[config.mk]
export PLATFORM = sky130hd
export DESIGN_NAME = linediv_ctrl
export DESIGN_NICKNAME = d
export VERILOG_FILES = /design/src/rtl/linediv_pkg.sv /design/src/rtl/linediv_regfile.sv /design/src/rtl/linediv_rdmux.sv /design/src/rtl/linediv_linectr.sv /design/src/rtl/linediv_ctrl.sv
export SDC_FILE = /design/constraint.sdc
export NUM_CORES = 1
export LEC_CHECK = 0
export BUFFER_PORTS_ARGS = -buffer_cell sky130_fd_sc_hd__buf_2
export CORE_ASPECT_RATIO = 0.6
export CORE_UTILIZATION = 59
export DETAILED_ROUTE_END_ITERATION = 16
export MAX_ROUTING_LAYER = met4
export PLACE_DENSITY = 0.77
export SYNTH_ARGS = -nofsm -noshare
export SYNTH_HDL_FRONTEND = slang
export SYNTH_SLANG_ARGS = --single-unit
[constraint.sdc]
create_clock -name clk -period 2.5 [get_ports clk]
set_input_delay 0.375 -clock clk [delete_from_list [all_inputs] [get_ports clk]]
set_output_delay 0.375 -clock clk [all_outputs]
set_load 0.01 [all_outputs]
[src/rtl/linediv_pkg.sv]
package linediv_pkg;
  localparam int AW = 8;
  localparam int DW = 8;
  localparam int RW = 12;

  localparam logic [AW-1:0] A_REV  = 8'h00;
  localparam logic [AW-1:0] A_HI   = 8'h01;
  localparam logic [AW-1:0] A_LO   = 8'h02;
  localparam logic [AW-1:0] A_CFG  = 8'h03;
  localparam logic [AW-1:0] A_RSV0 = 8'h22;
  localparam int NRSV = 6;

  localparam logic [RW-1:0] RATIO_RST = 12'd1693;
  localparam logic [RW-1:0] RATIO_MIN = 12'd221;
  localparam logic [1:0]    RANGE_RST = 2'b01;

  function automatic logic [DW-1:0] rsv_reset(input int idx);
    case (idx)
      3:       return 8'hF0;
      4:       return 8'hFF;
      5:       return 8'h0F;
      default: return 8'h00;
    endcase
  endfunction

  function automatic logic [RW-1:0] clamp_ratio(input logic [RW-1:0] r);
    return (r < RATIO_MIN) ? RATIO_MIN : r;
  endfunction
endpackage

[src/rtl/linediv_regfile.sv]
module linediv_regfile
  import linediv_pkg::*;
(
  input  logic               clk,
  input  logic               rst_n,
  input  logic [AW-1:0]      reg_addr,
  input  logic [DW-1:0]      reg_wdata,
  input  logic               reg_we,
  output logic [DW-1:0]      stage_hi,
  output logic [RW-1:0]      commit_q,
  output logic               cfg_test,
  output logic [1:0]         cfg_range,
  output logic [NRSV*DW-1:0] rsv_flat
);
  localparam int LO_W = RW - DW;

  logic wr_hi, wr_lo, wr_cfg;
  assign wr_hi  = reg_we && (reg_addr == A_HI);
  assign wr_lo  = reg_we && (reg_addr == A_LO);
  assign wr_cfg = reg_we && (reg_addr == A_CFG);

  always_ff @(posedge clk) begin
    if (!rst_n) begin
      stage_hi <= RATIO_RST[RW-1:LO_W];
      commit_q <= RATIO_RST;
    end else begin
      if (wr_hi) stage_hi <= reg_wdata;
      if (wr_lo) commit_q <= {stage_hi, reg_wdata[DW-1 -: LO_W]};
    end
  end

  always_ff @(posedge clk) begin
    if (!rst_n) begin
      cfg_test  <= 1'b0;
      cfg_range <= RANGE_RST;
    end else if (wr_cfg) begin
      cfg_test  <= reg_wdata[7];
      cfg_range <= reg_wdata[6:5];
    end
  end

  for (genvar i = 0; i < NRSV; i++) begin : g_rsv
    logic wr_i;
    assign wr_i = reg_we && (reg_addr == A_RSV0 + AW'(i));
    always_ff @(posedge clk) begin
      if (!rst_n)    rsv_flat[i*DW +: DW] <= rsv_reset(i);
      else if (wr_i) rsv_flat[i*DW +: DW] <= reg_wdata;
    end
  end

  // staging write leaves the committed ratio alone
  p_stage_hold_r2: assert property (@(posedge clk) disable iff (!rst_n)
    (reg_we && reg_addr == A_HI) |=> $stable(commit_q));
  // low nibble lands from the write data
  p_commit_low_r3: assert property (@(posedge clk) disable iff (!rst_n)
    (reg_we && reg_addr == A_LO) |=> (commit_q[3:0] == $past(reg_wdata[7:4])));
  // commit changes only on a low-nibble write
  p_commit_only_lo_r3: assert property (@(posedge clk) disable iff (!rst_n)
    !(reg_we && reg_addr == A_LO) |=> $stable(commit_q));
endmodule

[src/rtl/linediv_rdmux.sv]
module linediv_rdmux
  import linediv_pkg::*;
#(
  parameter logic [DW-1:0] REV = 8'h20
) (
  input  logic [AW-1:0]      reg_addr,
  input  logic [DW-1:0]      stage_hi,
  input  logic [RW-1:0]      commit_q,
  input  logic               cfg_test,
  input  logic [1:0]         cfg_range,
  input  logic [NRSV*DW-1:0] rsv_flat,
  output logic [DW-1:0]      reg_rdata
);
  localparam int LO_W = RW - DW;

  always_comb begin
    reg_rdata = '0;
    if (reg_addr == A_REV) begin
      reg_rdata = REV;
    end else if (reg_addr == A_HI) begin
      reg_rdata = stage_hi;
    end else if (reg_addr == A_LO) begin
      reg_rdata = {commit_q[LO_W-1:0], {(DW-LO_W){1'b0}}};
    end else if (reg_addr == A_CFG) begin
      reg_rdata = {cfg_test, cfg_range, 5'b0};
    end else begin
      for (int i = 0; i < NRSV; i++) begin
        if (reg_addr == A_RSV0 + AW'(i)) reg_rdata = rsv_flat[i*DW +: DW];
      end
    end
  end
endmodule

[src/rtl/linediv_linectr.sv]
module linediv_linectr
  import linediv_pkg::*;
(
  input  logic          clk,
  input  logic          rst_n,
  input  logic          pix_en,
  input  logic [RW-1:0] ratio_in,
  output logic          line_pulse
);
  logic [RW-1:0] cnt_q, lim_q;
  logic          wrap;

  assign wrap = pix_en && (cnt_q == lim_q);

  always_ff @(posedge clk) begin
    if (!rst_n) begin
      cnt_q      <= '0;
      lim_q      <= clamp_ratio(RATIO_RST);
      line_pulse <= 1'b0;
    end else begin
      line_pulse <= wrap;
      if (wrap) begin
        cnt_q <= '0;
        lim_q <= clamp_ratio(ratio_in);
      end else if (pix_en) begin
        cnt_q <= cnt_q + 1'b1;
      end
    end
  end

  // the limit never drops under the floor
  p_lim_floor_r7: assert property (@(posedge clk) disable iff (!rst_n)
    lim_q >= RATIO_MIN);
  // count stays within the current line
  p_cnt_bound_r4: assert property (@(posedge clk) disable iff (!rst_n)
    cnt_q <= lim_q);
  // a pulse follows an enabled cycle
  p_pulse_src_r4: assert property (@(posedge clk) disable iff (!rst_n)
    line_pulse |-> $past(pix_en));
  // limit is reloaded only at a boundary
  p_lim_hold_r8: assert property (@(posedge clk) disable iff (!rst_n)
    !(pix_en && cnt_q == lim_q) |=> $stable(lim_q));
  // disabled cycle freezes the count
  p_cnt_freeze_r4: assert property (@(posedge clk) disable iff (!rst_n)
    !pix_en |=> $stable(cnt_q));
endmodule

[src/rtl/linediv_ctrl.sv]
module linediv_ctrl
  import linediv_pkg::*;
#(
  parameter logic [7:0] REV = 8'h20
) (
  input  logic        clk,
  input  logic        rst_n,
  input  logic [7:0]  reg_addr,
  input  logic [7:0]  reg_wdata,
  input  logic        reg_we,
  output logic [7:0]  reg_rdata,
  input  logic        pix_en,
  output logic        line_pulse,
  output logic [11:0] active_ratio,
  output logic [1:0]  range_sel,
  output logic        test_bit
);
  logic [DW-1:0]      stage_hi;
  logic [RW-1:0]      commit_q;
  logic               cfg_test;
  logic [1:0]         cfg_range;
  logic [NRSV*DW-1:0] rsv_flat;

  linediv_regfile u_regs (
    .clk       (clk),
    .rst_n     (rst_n),
    .reg_addr  (reg_addr),
    .reg_wdata (reg_wdata),
    .reg_we    (reg_we),
    .stage_hi  (stage_hi),
    .commit_q  (commit_q),
    .cfg_test  (cfg_test),
    .cfg_range (cfg_range),
    .rsv_flat  (rsv_flat)
  );

  linediv_rdmux #(.REV(REV)) u_rd (
    .reg_addr  (reg_addr),
    .stage_hi  (stage_hi),
    .commit_q  (commit_q),
    .cfg_test  (cfg_test),
    .cfg_range (cfg_range),
    .rsv_flat  (rsv_flat),
    .reg_rdata (reg_rdata)
  );

  linediv_linectr u_ctr (
    .clk        (clk),
    .rst_n      (rst_n),
    .pix_en     (pix_en),
    .ratio_in   (commit_q),
    .line_pulse (line_pulse)
  );

  assign active_ratio = commit_q;
  assign range_sel    = cfg_range;
  assign test_bit     = cfg_test;

  // pulses never come back to back, since a line is longer than one cycle
  p_pulse_single_r4: assert property (@(posedge clk) disable iff (!rst_n)
    line_pulse |=> !line_pulse);
endmodule

# Word-level counts from Yosys, hierarchy flattened
# Cells that the tools add are included.
dict set report classes {
  bitwise 1
  n_div 0
  n_reduce_logical 12
  n_mul 0
  n_mux 11
  order_cmp 1
  addsub 1
  eq_ne 10
  shift 0
}
# operator count
set op_table {}
lappend op_table {{$mux 8} 10}
lappend op_table {{$eq 8x6->1 const B} 6}
lappend op_table {{$eq 8x2->1 const B} 2}
lappend op_table {{$add 12x1->12 const B} 1}
lappend op_table {{$eq 12x12->1} 1}
lappend op_table {{$lt 12x8->1 const B} 1}
lappend op_table {{$mux 12} 1}
lappend op_table {{$logic_and 1x1->1} 10}
lappend op_table {{$eq 8x1->1 const B} 1}
lappend op_table {{$logic_not 8->1} 1}
lappend op_table {{$reduce_or 2->1} 1}
lappend op_table {{$not 1->1} 1}
dict set report word_totals {
  out_inout_bits 24
  n_memories 0
  in_bits 20
  latchBits 0
  ram_bits 0
  ff_bits 96
  mem_bits_ro 0
  wordCells 49
}

# Logic depth before layout (Yosys ltp)
# Gate-level depths: netlist (run 1).
dict set report logic_depth {
  depth_word 11
  depth_mapped 6
  ltp_nobuf 5
}

# Modules after synthesis
# A second synthesis (run 1) with hierarchy kept.
dict set report unflattened {
  hier_cells 497
  area_unflattened_um2 4718.3
}
# mod cells_per_inst area_per_inst_um2 n_inst
set modules_own_cells {}
lappend modules_own_cells {linediv_regfile 260 2762.6 1}
lappend modules_own_cells {linediv_linectr 136 1247.4 1}
lappend modules_own_cells {linediv_rdmux 101 708.2 1}

# Worst setup path before layout (run 1)
# OpenSTA, ideal clock, no wires.
dict set report synth_timing {
  path_kind {input to output}
  start {input reg_addr[7]}
  end {output reg_rdata[7]}
  cell_stages 5
  slack_ns 0.318
  t_arrival_ns 1.807
  cell_sequence {or3_1 -> buf_2 -> or4b_1 -> a2bb2oi_1 -> a31oi_1}
}
dict set report synth_via {
  elab_chain_cells 11
  elab_cells_between_ends 20
  classes_between {eq/ne (9); mux (10); reduce/logical (1)}
}
# element line_no
set synth_lines {}
lappend synth_lines {{start, declared} linediv_ctrl.sv:8} ;# input logic [7:0] reg_addr,
lappend synth_lines {{$eq 8x6->1} linediv_rdmux.sv:28} ;# if (reg_addr == A_RSV0 + AW'(i)) reg_rdata = rsv_flat[i*DW +: DW];
lappend synth_lines {{$mux 8 (6 in series)} linediv_rdmux.sv:28}
lappend synth_lines {{$mux 8} linediv_rdmux.sv:24} ;# end else if (reg_addr == A_CFG) begin
lappend synth_lines {{$mux 8} linediv_rdmux.sv:22} ;# end else if (reg_addr == A_LO) begin
lappend synth_lines {{$mux 8} linediv_rdmux.sv:20} ;# end else if (reg_addr == A_HI) begin
lappend synth_lines {{$mux 8 *} linediv_rdmux.sv:18} ;# if (reg_addr == A_REV) begin
lappend synth_lines {{end, declared} linediv_ctrl.sv:11} ;# output logic [7:0] reg_rdata,
# Every way passes the cells marked *; elsewhere a longest branch is shown, timed or not.

# Final worst setup path (run 1)
dict set report layout_timing {
  start {input reg_addr[0]}
  end {output reg_rdata[3]}
}
# Same word-level chain as after synthesis.

==> impl_summary.txt, run 1 <==
----------------------------------------------------
[Clocking]
  Clk buf depth ... 2
  Number of buffers inserted during clock tree synthesis ... 9
  Clock tree from TritonCTS ... yes
  H-Tree Level Count ... 3
  Number of buffers inserted to repair setup after CTS ... 0
  Clock tree root driver cell ... sky130_fd_sc_hd__clkbuf_16
  Sinks on Clock Net ... 96
  Hold-fix buffer count after cts ... 0
  Clock-pin slew reported for the worst setup and hold paths after clock tree synthesis ... 0.06 ns
  Worst skew pair latency ... 0.34 ns
  Quantity of gates resized following cts ... 0

[Synthesis]
  Top cell types by occurrence after synthesis ... 96 x sky130_fd_sc_hd__dfxtp_1, 88 x sky130_fd_sc_hd__mux2i_1, 70 x sky130_fd_sc_hd__nor2_1
  Post-synth top area share ... 42.7%
  Register area share after synthesis ... 42.7%
  Fraction of registers with async set or reset after synthesis ... 0%
  Post-synth cell types ... 49
  Most used standard cell by instance count after synthesis ... sky130_fd_sc_hd__dfxtp_1
  Mean area per synthesized cell ... 9.36 um2
  Count of state elements after synthesis ... 96
  Post-synthesis cell area ... 0.00450 mm2
  Cell type with the largest total area after synthesis ... sky130_fd_sc_hd__dfxtp_1
  Largest cells by area after synthesis ... sky130_fd_sc_hd__dfxtp_1 43%, sky130_fd_sc_hd__mux2i_1 20%, sky130_fd_sc_hd__nor2_1 5.8%
  Predominant post-synthesis flop cell ... sky130_fd_sc_hd__dfxtp_1
  Synth warnings ... 0
  Cells after synthesis ... 481
  Post-synth net total ... 502
  Number of flops mapped to enable cells by yosys ... 0

[Pwr]
  Clock share of power ... 43.9%
  Internal power of the cells ... 2.39 mW
  Pwr/cell area ... 595 mW/mm2
  Part of the total power dissipated in combinational logic ... 6.0%
  Sequential power share ... 50.1%
  Sw power ... 681 uW
  Leakage ... 2.31 nW
  Worst ir drop on vdd ... 0.437 mV
  Net switching share of the total power ... 22.2%

[STA]
  Worst Tran Pin Value ... 0.750 ns
  Final critical-path share of the clock period ... 94.2%
  Max-Slew Margin vs Limit ... 49.5%
  Final setup viols ... 0
  Max-slew violation count ... 0
  Setup TNS after final layout ... 0 ns
  Hold Fails Final Rpt ... 0
  Final min period ... 2.36 ns
  Maximum clock skew at final layout ... 0.00527 ns
  Fmax ... 425 MHz
  Setup repair after global routing missed its margin ... false

[Setup path]
  Setup slack of the worst register-to-register path ... 0.36 ns
  Element type at the critical path start ... primary input
  Crit path launch ... reg_addr[0]
  Capturing element of the worst setup path ... reg_rdata[3]
  Crit path arrival time ... 1.98 ns
  Category of the critical setup timing path ... in -> out
  Endpoint class of the critical path ... output pin
  Endpoint of the worst-slack reg-to-reg timing path ... u_ctr.lim_q[0]
  Number of cells on the worst reg-to-reg path ... 4
  Peak fanout along the critical path ... 14
  Reg-to-reg startpoint ... u_ctr.cnt_q[2]
  Worst path required time ... 2.12 ns

[Route]
  Total number of vias ... 3765
  Via density per instance ... 5.95
  Antenna-violating nets left ... 0
  Routed wirelength normalized by instance count ... 18.1 um
  Initial drt markers ... 314
  First-pass DRT Iterations ... 5
  DR DRC count ... 0
  WL final ... 11400 um

[Floorplan]
  Starting density of the core ... 61.4%
  Die height ... 69.7 um
  Core Area ... 0.00733 mm2
  Total Die Area ... 0.00799 mm2
  Std cell rows ... 24
  Die span in x ... 115 um
  # IOs ... 44

[GRT]
  Global-route usage over all layers ... 30.8%
  Largest net degree at the start of global routing ... 48
  Number of antenna violations at the first check in global routing ... 1
  Vias in the first global route ... 3442
  Congestion Overflow GR ... 0
  Global-route wire length before repair ... 18000 um

[Placed design]
  Routability congestion estimate from global placement ... 0.905
  Number of instances in the placed design ... 618
  Post-DP HPWL ... 8230 um
  Buffers on Ports ... 43

[Final layout]
  Fraction of final layout cells sized beyond drive strength 1 ... 17.6%
  Utilization after layout ... 70.4%
  Layout net count ... 546
  Register area ... 0.00192 mm2
  Synth-to-Final Area Change ... 14.7%
  Post-route non-filler standard cell count ... 633
  Layout fillers ... 578
  Area of combinational cells with multiple inputs ... 0.00241 mm2

[Status]
  Status ... completed

[Run]
  # Max-Cap Violations ... 0

[Worst hold path]
  Worst Hold Class ... in -> reg

----------------------------------------------------
==> cells by family (layout without fill, tap and decap cells) <==
kind of cell	count (synthesis)	in the layout	share of synthesized area, %
other cells	0	1	0
buf+inv	38	85	3.67
mux	100	100	22.8
fa+ha+maj	1	1	0.278
simple gates	177	177	18.9
xor+xnor	22	22	4.28
compound gates	47	47	7.31
flops	96	96	42.7
==> power groups by stage <==
stage                     sequential [mW]  combinational (mW)  clock [mW]
after floorplan                      1.57               0.103           0
after global placement               1.57               0.173           0
after detailed placement             1.57               0.178           0
after CTS                            1.54               0.180        1.36
after global routing                 1.54               0.195        1.41
final                                1.54               0.183        1.35
==> registers in the layout (all words and copies together) (netlist names) <==
name,cells
u_regs.rsv_flat,48
u_ctr.cnt_q,12
u_ctr.lim_q,12
u_regs.commit_q,12
u_regs.stage_hi,8
u_regs.cfg_range,2
u_ctr.line_pulse,1
u_regs.cfg_test,1
==> stage by stage <==
stage	instance area (um2)	setup slack (ns)	power [mW]	hold slack (ns)
global route	5160	0.0774	3.14	0.378
CTS	5160	0.188	3.08	0.369
floorplan	4500	0.318	1.68	0.436
global placement	4870	0.236	1.75	0.449
detailed placement	4870	0.196	1.75	0.462
finish	5160	0.145	3.07	0.374
==> critical path, stage by stage <==
cell and delay [ns]:
sky130_fd_sc_hd__buf_2 0.31, sky130_fd_sc_hd__nand4b_1 0.45, sky130_fd_sc_hd__nor3_1 0.30, sky130_fd_sc_hd__o21ai_0 0.12
sky130_fd_sc_hd__a22o_1 0.26, sky130_fd_sc_hd__buf_2 0.14
==> layer usage <==
layer / global-route usage (%) / routed length [um] / vias to the layer above / part of all wire [%]
met5: - / 0 / - / 0
li1: - / - / 1780 / -
met3: 8.74 / 1050 / 14 / 9.1
met4: 6.06 / 88 / 0 / 0.77
met2: 40.5 / 4480 / 159 / 39
met1: 46.3 / 5810 / 1812 / 51
==> worst min path at each step <==
stage / cells past startpoint / startpoint / slack (ns) / to
finish: 2 / rst_n / 0.37 / u_regs.stage_hi[6]
detailed placement: 2 / u_regs.rsv_flat[32] / 0.46 / u_regs.rsv_flat[32]
CTS: 2 / rst_n / 0.37 / u_regs.commit_q[10]
floorplan: 2 / u_regs.rsv_flat[36] / 0.44 / u_regs.rsv_flat[36]
global placement: 2 / u_regs.rsv_flat[28] / 0.45 / u_regs.rsv_flat[28]
global route: 3 / reg_wdata[0] / 0.38 / u_regs.stage_hi[0]
==> cell usage in the layout (no fill, tap or decap), drive strengths merged, types with 6 or more instances in the layout <==
cell and instances:
nand4 18, a22o 7, nand2b 6, nand2 47
nor2 70, nand3 6, o21ai 13, dfxtp 96
clkbuf 11, buf 66, nor3 8, o22ai 6
mux2i 88, mux2 11, and4 6, xnor2 17
==> final cells by class <==
cell class / instances / share of cell area [%]
Clock inverter: 3 / 0.848
Multi-Input combinational cell: 347 / 46.8
Tap cell: 104 / 2.52
Antenna cell: 1 / 0.0485
Timing Repair Buffer: 66 / 7.52
Inverter: 5 / 0.364
Sequential cell: 96 / 37.2
Clock buffer: 11 / 4.70
Power figures use the tool's default switching activity.
==> inputs of run 2 (changes only) <==
--- a/config.mk
+++ b/config.mk
@@ -9,6 +9,7 @@
 export CORE_ASPECT_RATIO = 0.6
 export CORE_UTILIZATION = 59
 export DETAILED_ROUTE_END_ITERATION = 16
+export GPL_TIMING_DRIVEN = 0
 export MAX_ROUTING_LAYER = met4
 export PLACE_DENSITY = 0.77
 export SYNTH_ARGS = -nofsm -noshare
==> impl_summary.txt, run 2 (same netlist as run 1, synthesis figures left out) <==
----------------------------------------------------
[Final layout]
  Register containing the most flip-flops in the final layout ... u_regs.rsv_flat
  Utilization after layout ... 70.1%
  Fraction of final layout cells sized beyond drive strength 1 ... 14.8%
  Design area ... 0.00514 mm2
  Synth-to-Final Area Change ... 14.2%
  ANT cells ... 0
  Layout fillers ... 590
  Flip-flop count of the largest register after layout ... 48
  Most frequent standard cell in the layout excluding fill and tap cells ... sky130_fd_sc_hd__dfxtp_1
  Most frequent cells in the layout ... 96 x sky130_fd_sc_hd__dfxtp_1, 88 x sky130_fd_sc_hd__mux2i_1, 70 x sky130_fd_sc_hd__nor2_1
  Layout net count ... 549

[STA]
  Maximum clock skew at final layout ... 0.00819 ns
  Final critical-path share of the clock period ... 98.7%
  Final setup viols ... 0
  Max-Slew Margin vs Limit ... 46.4%
  Fmax ... 405 MHz
  Final min period ... 2.47 ns
  Hold Fails Final Rpt ... 0
  Worst Tran Pin Value ... 0.796 ns
  Max-slew violation count ... 0

[GRT]
  Congestion Overflow GR ... 0
  Global-route wire length before repair ... 19200 um
  Global-route usage over all layers ... 33.5%
  Number of antenna violations at the first check in global routing ... 0
  Vias in the first global route ... 3527
  Largest net degree at the start of global routing ... 17

[Clocking]
  Worst skew pair latency ... 0.35 ns
  Number of buffers inserted during clock tree synthesis ... 9
  H-Tree Level Count ... 3
  Clk buf depth ... 2
  Clock tree root driver cell ... sky130_fd_sc_hd__clkbuf_16
  Clock tree from TritonCTS ... yes
  Clock-pin slew reported for the worst setup and hold paths after clock tree synthesis ... 0.07 ns
  Sinks on Clock Net ... 96

[Floorplan]
  Std cell rows ... 24
  Total Die Area ... 0.00799 mm2
  Core Area ... 0.00733 mm2
  # IOs ... 44
  Die height ... 69.7 um
  Die span in x ... 115 um
  Starting density of the core ... 61.4%

[Route]
  Top layer reached by signal wires ... met4
  Routed wirelength normalized by instance count ... 19.4 um
  First-pass DRT Iterations ... 5
  Routed wl met3 ... 1310 um
  Routed met1 length ... 5980 um
  Total number of vias ... 3868
  WL final ... 12300 um
  Antenna-violating nets left ... 0
  Met2 wirelength from detailed routing ... 4960 um
  DR DRC count ... 0
  Via density per instance ... 6.07
  Initial drt markers ... 457

[Pwr]
  Worst ir drop on vdd ... 0.414 mV
  Pwr/cell area ... 610 mW/mm2
  Leakage ... 2.27 nW

[Setup path]
  Setup slack of the worst register-to-register path ... 0.35 ns
  Crit path arrival time ... 2.09 ns
  Category of the critical setup timing path ... in -> out
  Endpoint class of the critical path ... output pin
  Worst path required time ... 2.12 ns
  Element type at the critical path start ... primary input
  Peak fanout along the critical path ... 7

[Status]
  Status ... completed

[Placed design]
  Post-DP HPWL ... 8990 um
  Routability congestion estimate from global placement ... 0.942
  Area of placed instances ... 0.00481 mm2
  Buffers on Ports ... 35

[Worst hold path]
  Worst Hold Class ... in -> reg

[Run]
  # Max-Cap Violations ... 0

----------------------------------------------------
run 2: path summary, 6_finish.rpt:
path / startpoint / to / cells after the start
min: reg_wdata[0] / u_regs.rsv_flat[40] / 3
max: reg_addr[7] / reg_rdata[7] / 7
min reg2reg: u_regs.rsv_flat[32] / u_regs.rsv_flat[32] / 2
max reg2reg: u_ctr.cnt_q[2] / u_ctr.cnt_q[4] / 5
run 2: critical path: stages:
cell	delay [ns]
sky130_fd_sc_hd__buf_2	0.14
sky130_fd_sc_hd__or3_1	0.38
sky130_fd_sc_hd__buf_6	0.15
sky130_fd_sc_hd__or4b_4	0.53
sky130_fd_sc_hd__a2bb2oi_1	0.17
sky130_fd_sc_hd__a31oi_1	0.18
sky130_fd_sc_hd__buf_2	0.16
run 2: layout make-up:
cell class	count	area (um2)	share of cell area, %
Multi-Input combinational cell	347	2430	47.2
Inverter	5	18.8	0.365
Sequential cell	96	1920	37.4
Clock inverter	5	63.8	1.24
Timing Repair Buffer	36	183	3.55
Buffer	33	153	2.97
Tap cell	104	130	2.53
Clock buffer	11	243	4.72
run 2: metrics by stage:
stage | worst slack [ns] | hold WS, ns | power [mW] | setup TNS (ns) | cells
after floorplan | 0.318 | 0.436 | 1.68 | 0 | 481
after global placement | -0.00197 | 0.454 | 1.74 | -0.00197 | 620
after detailed placement | -0.00711 | 0.456 | 1.75 | -0.00711 | 620
after CTS | 0.0109 | 0.354 | 3.13 | 0 | 636
after global routing | -0.00119 | 0.386 | 3.22 | -0.00119 | 637
final | 0.0334 | 0.362 | 3.13 | 0 | 637
run 2: what timing repair did:
item	4_1_cts	5_1_grt
endpoints found under the setup margin	2	6
setup buffers	0	1
cloned	0	0
hold buffers	0	0
pin swaps	0	2
gates resized for setup	2	3
run 2: metal layers:
metal | vias to the layer above | GRT usage (%)
li1 | 1791 | -
met1 | 1867 | 50.4
met2 | 197 | 43.4
met3 | 13 | 9.97
met4 | 0 | 6.64
met5 | - | -
run 2: power by group:
part	internal (mW)	leakage, nW	switching, mW
sequential	1.53	0.775	0.00936
clock	0.810	0.146	0.602
combinational	0.0540	1.35	0.124
==> inputs of run 3 (changes only) <==
--- a/config.mk
+++ b/config.mk
@@ -8,6 +8,7 @@
 export BUFFER_PORTS_ARGS = -buffer_cell sky130_fd_sc_hd__buf_2
 export CORE_ASPECT_RATIO = 0.6
 export CORE_UTILIZATION = 59
+export CTS_BUF_LIST = sky130_fd_sc_hd__clkbuf_4 sky130_fd_sc_hd__clkbuf_8
 export DETAILED_ROUTE_END_ITERATION = 16
 export GPL_TIMING_DRIVEN = 0
 export MAX_ROUTING_LAYER = met4
==> impl_summary.txt, run 3 (same netlist as run 1, synthesis figures left out) <==
----------------------------------------------------
[Status]
  Status ... completed

[Setup path]
  Endpoint of the worst-slack reg-to-reg timing path ... u_ctr.cnt_q[4]
  Worst path required time ... 2.12 ns
  Element type at the critical path start ... primary input
  Category of the critical setup timing path ... in -> out
  Number of cells on the worst reg-to-reg path ... 5
  Reg-to-reg startpoint ... u_ctr.cnt_q[2]
  Peak fanout along the critical path ... 7
  Setup slack of the worst register-to-register path ... 0.37 ns
  Endpoint class of the critical path ... output pin
  Crit path arrival time ... 2.08 ns

[STA]
  Final critical-path share of the clock period ... 98.2%
  Final setup viols ... 0
  Max-slew violation count ... 0
  Maximum clock skew at final layout ... 0.0116 ns
  Setup slack after layout ... 0.0440 ns
  Final min period ... 2.46 ns
  Setup TNS after final layout ... 0 ns
  Fmax ... 407 MHz
  Worst Tran Pin Value ... 0.785 ns
  Hold Fails Final Rpt ... 0
  Max-Slew Margin vs Limit ... 47.2%
  Worst hold margin ... 0.322 ns

[GRT]
  Global-route wire length before repair ... 19200 um
  Global-route usage over all layers ... 33.5%
  Number of antenna violations at the first check in global routing ... 0
  Largest net degree at the start of global routing ... 17
  Vias in the first global route ... 3513
  Congestion Overflow GR ... 0

[Clocking]
  H-Tree Level Count ... 3
  Hold-fix buffer count after cts ... 0
  Number of buffers inserted during clock tree synthesis ... 9
  Clock tree root driver cell ... sky130_fd_sc_hd__clkbuf_8
  Clock-pin slew reported for the worst setup and hold paths after clock tree synthesis ... 0.10 ns
  Clock tree from TritonCTS ... yes
  Sinks on Clock Net ... 96
  Clk buf depth ... 2
  Worst skew pair latency ... 0.38 ns

[Floorplan]
  Std cell rows ... 24
  Starting density of the core ... 61.4%
  Die span in x ... 115 um
  Die height ... 69.7 um
  # IOs ... 44
  Total Die Area ... 0.00799 mm2
  Core Area ... 0.00733 mm2

[Route]
  Top layer reached by signal wires ... met4
  Routed met1 length ... 5990 um
  First-pass DRT Iterations ... 5
  Met2 wirelength from detailed routing ... 4960 um
  Via density per instance ... 6.04
  Total number of vias ... 3847
  Routed wl met3 ... 1220 um
  WL final ... 12300 um
  DR DRC count ... 0
  Antenna-violating nets left ... 0
  Routed wirelength normalized by instance count ... 19.3 um
  Initial drt markers ... 388

[Final layout]
  Most frequent standard cell in the layout excluding fill and tap cells ... sky130_fd_sc_hd__dfxtp_1
  Synth-to-Final Area Change ... 12.1%
  Most frequent cells in the layout ... 96 x sky130_fd_sc_hd__dfxtp_1, 88 x sky130_fd_sc_hd__mux2i_1, 70 x sky130_fd_sc_hd__nor2_1
  Register containing the most flip-flops in the final layout ... u_regs.rsv_flat
  Fraction of final layout cells sized beyond drive strength 1 ... 15.2%
  Post-route non-filler standard cell count ... 637
  Layout fillers ... 610
  Design area ... 0.00504 mm2
  ANT cells ... 0
  Register area ... 0.00192 mm2
  Layout net count ... 549
  Area of combinational cells with multiple inputs ... 0.00243 mm2
  Flip-flop count of the largest register after layout ... 48

[Placed design]
  Area of placed instances ... 0.00481 mm2
  Routability congestion estimate from global placement ... 0.942
  Number of instances in the placed design ... 620
  Post-DP HPWL ... 8990 um
  Buffers on Ports ... 35
  Post-placement worst setup slack ... -0.00711 ns

[Worst hold path]
  Worst min-delay path startpoint ... reg_wdata[0]
  Count of cells along the worst hold path ... 3
  Terminating pin of the worst hold path ... u_regs.stage_hi[0]
  Worst Hold Class ... in -> reg

[Run]
  # Max-Cap Violations ... 0

[Pwr]
  Worst ir drop on vdd ... 0.382 mV
  Pwr/cell area ... 555 mW/mm2
  Leakage ... 2.23 nW

----------------------------------------------------
[run 3: per-layer routing]
| metal | vias up | GRT usage, % |
|---|---|---|
| met5 | - | - |
| met4 | 0 | 7.65 |
| met3 | 13 | 9.53 |
| met2 | 180 | 42.8 |
| met1 | 1871 | 51.1 |
| li1 | 1783 | - |
[run 3: critical path, cell delays in order]
cell                        delay [ns]
sky130_fd_sc_hd__buf_2            0.14
sky130_fd_sc_hd__or3_1            0.38
sky130_fd_sc_hd__buf_6            0.15
sky130_fd_sc_hd__or4b_4           0.53
sky130_fd_sc_hd__a2bb2oi_1        0.16
sky130_fd_sc_hd__a31oi_1          0.17
sky130_fd_sc_hd__buf_2            0.16
[run 3: what timing repair did]
| item | 4_1_cts | 5_1_grt |
|---|---|---|
| endpoints found under the setup margin | 2 | 6 |
| gates resized for setup | 2 | 4 |
| gates cloned | 0 | 0 |
| setup buffers | 0 | 1 |
| pin swaps | 0 | 2 |
[run 3: layout make-up]
class,count,share of cell area (%)
tap,104,2.58
sequential,96,38.1
clock buffer,11,2.88
buffer,33,3.03
clock inverter,5,1.27
multi-input combinational,347,48.2
inverter,5,0.372
timing repair buffer,36,3.62
[run 3: worst max path at each step]
stage,slack [ns],from,endpoint,cells after the start
floorplan,0.32,reg_addr[7],reg_rdata[7],5
global placement,-0.002,reg_addr[7],reg_rdata[7],7
detailed placement,-0.007,reg_addr[7],reg_rdata[7],7
CTS,0.01,reg_addr[7],reg_rdata[7],7
global route,-0.001,reg_addr[7],reg_rdata[7],7
finish,0.04,reg_addr[7],reg_rdata[7],7
[run 3: report_power, final]
part	internal, mW	switching [mW]	total, mW
Sequential	1.53	0.00907	1.54
Combinational	0.0542	0.125	0.180
Clock	0.508	0.568	1.08
Total	2.09	0.703	2.80
[run 3: metrics by stage]
step	total power, mW	util, %
6_report	2.80	68.8
5_1_grt	2.88	68.8
4_1_cts	2.79	68.6
3_5_place_dp	1.75	65.6
3_3_place_gp	1.74	65.6
2_1_floorplan	1.68	-
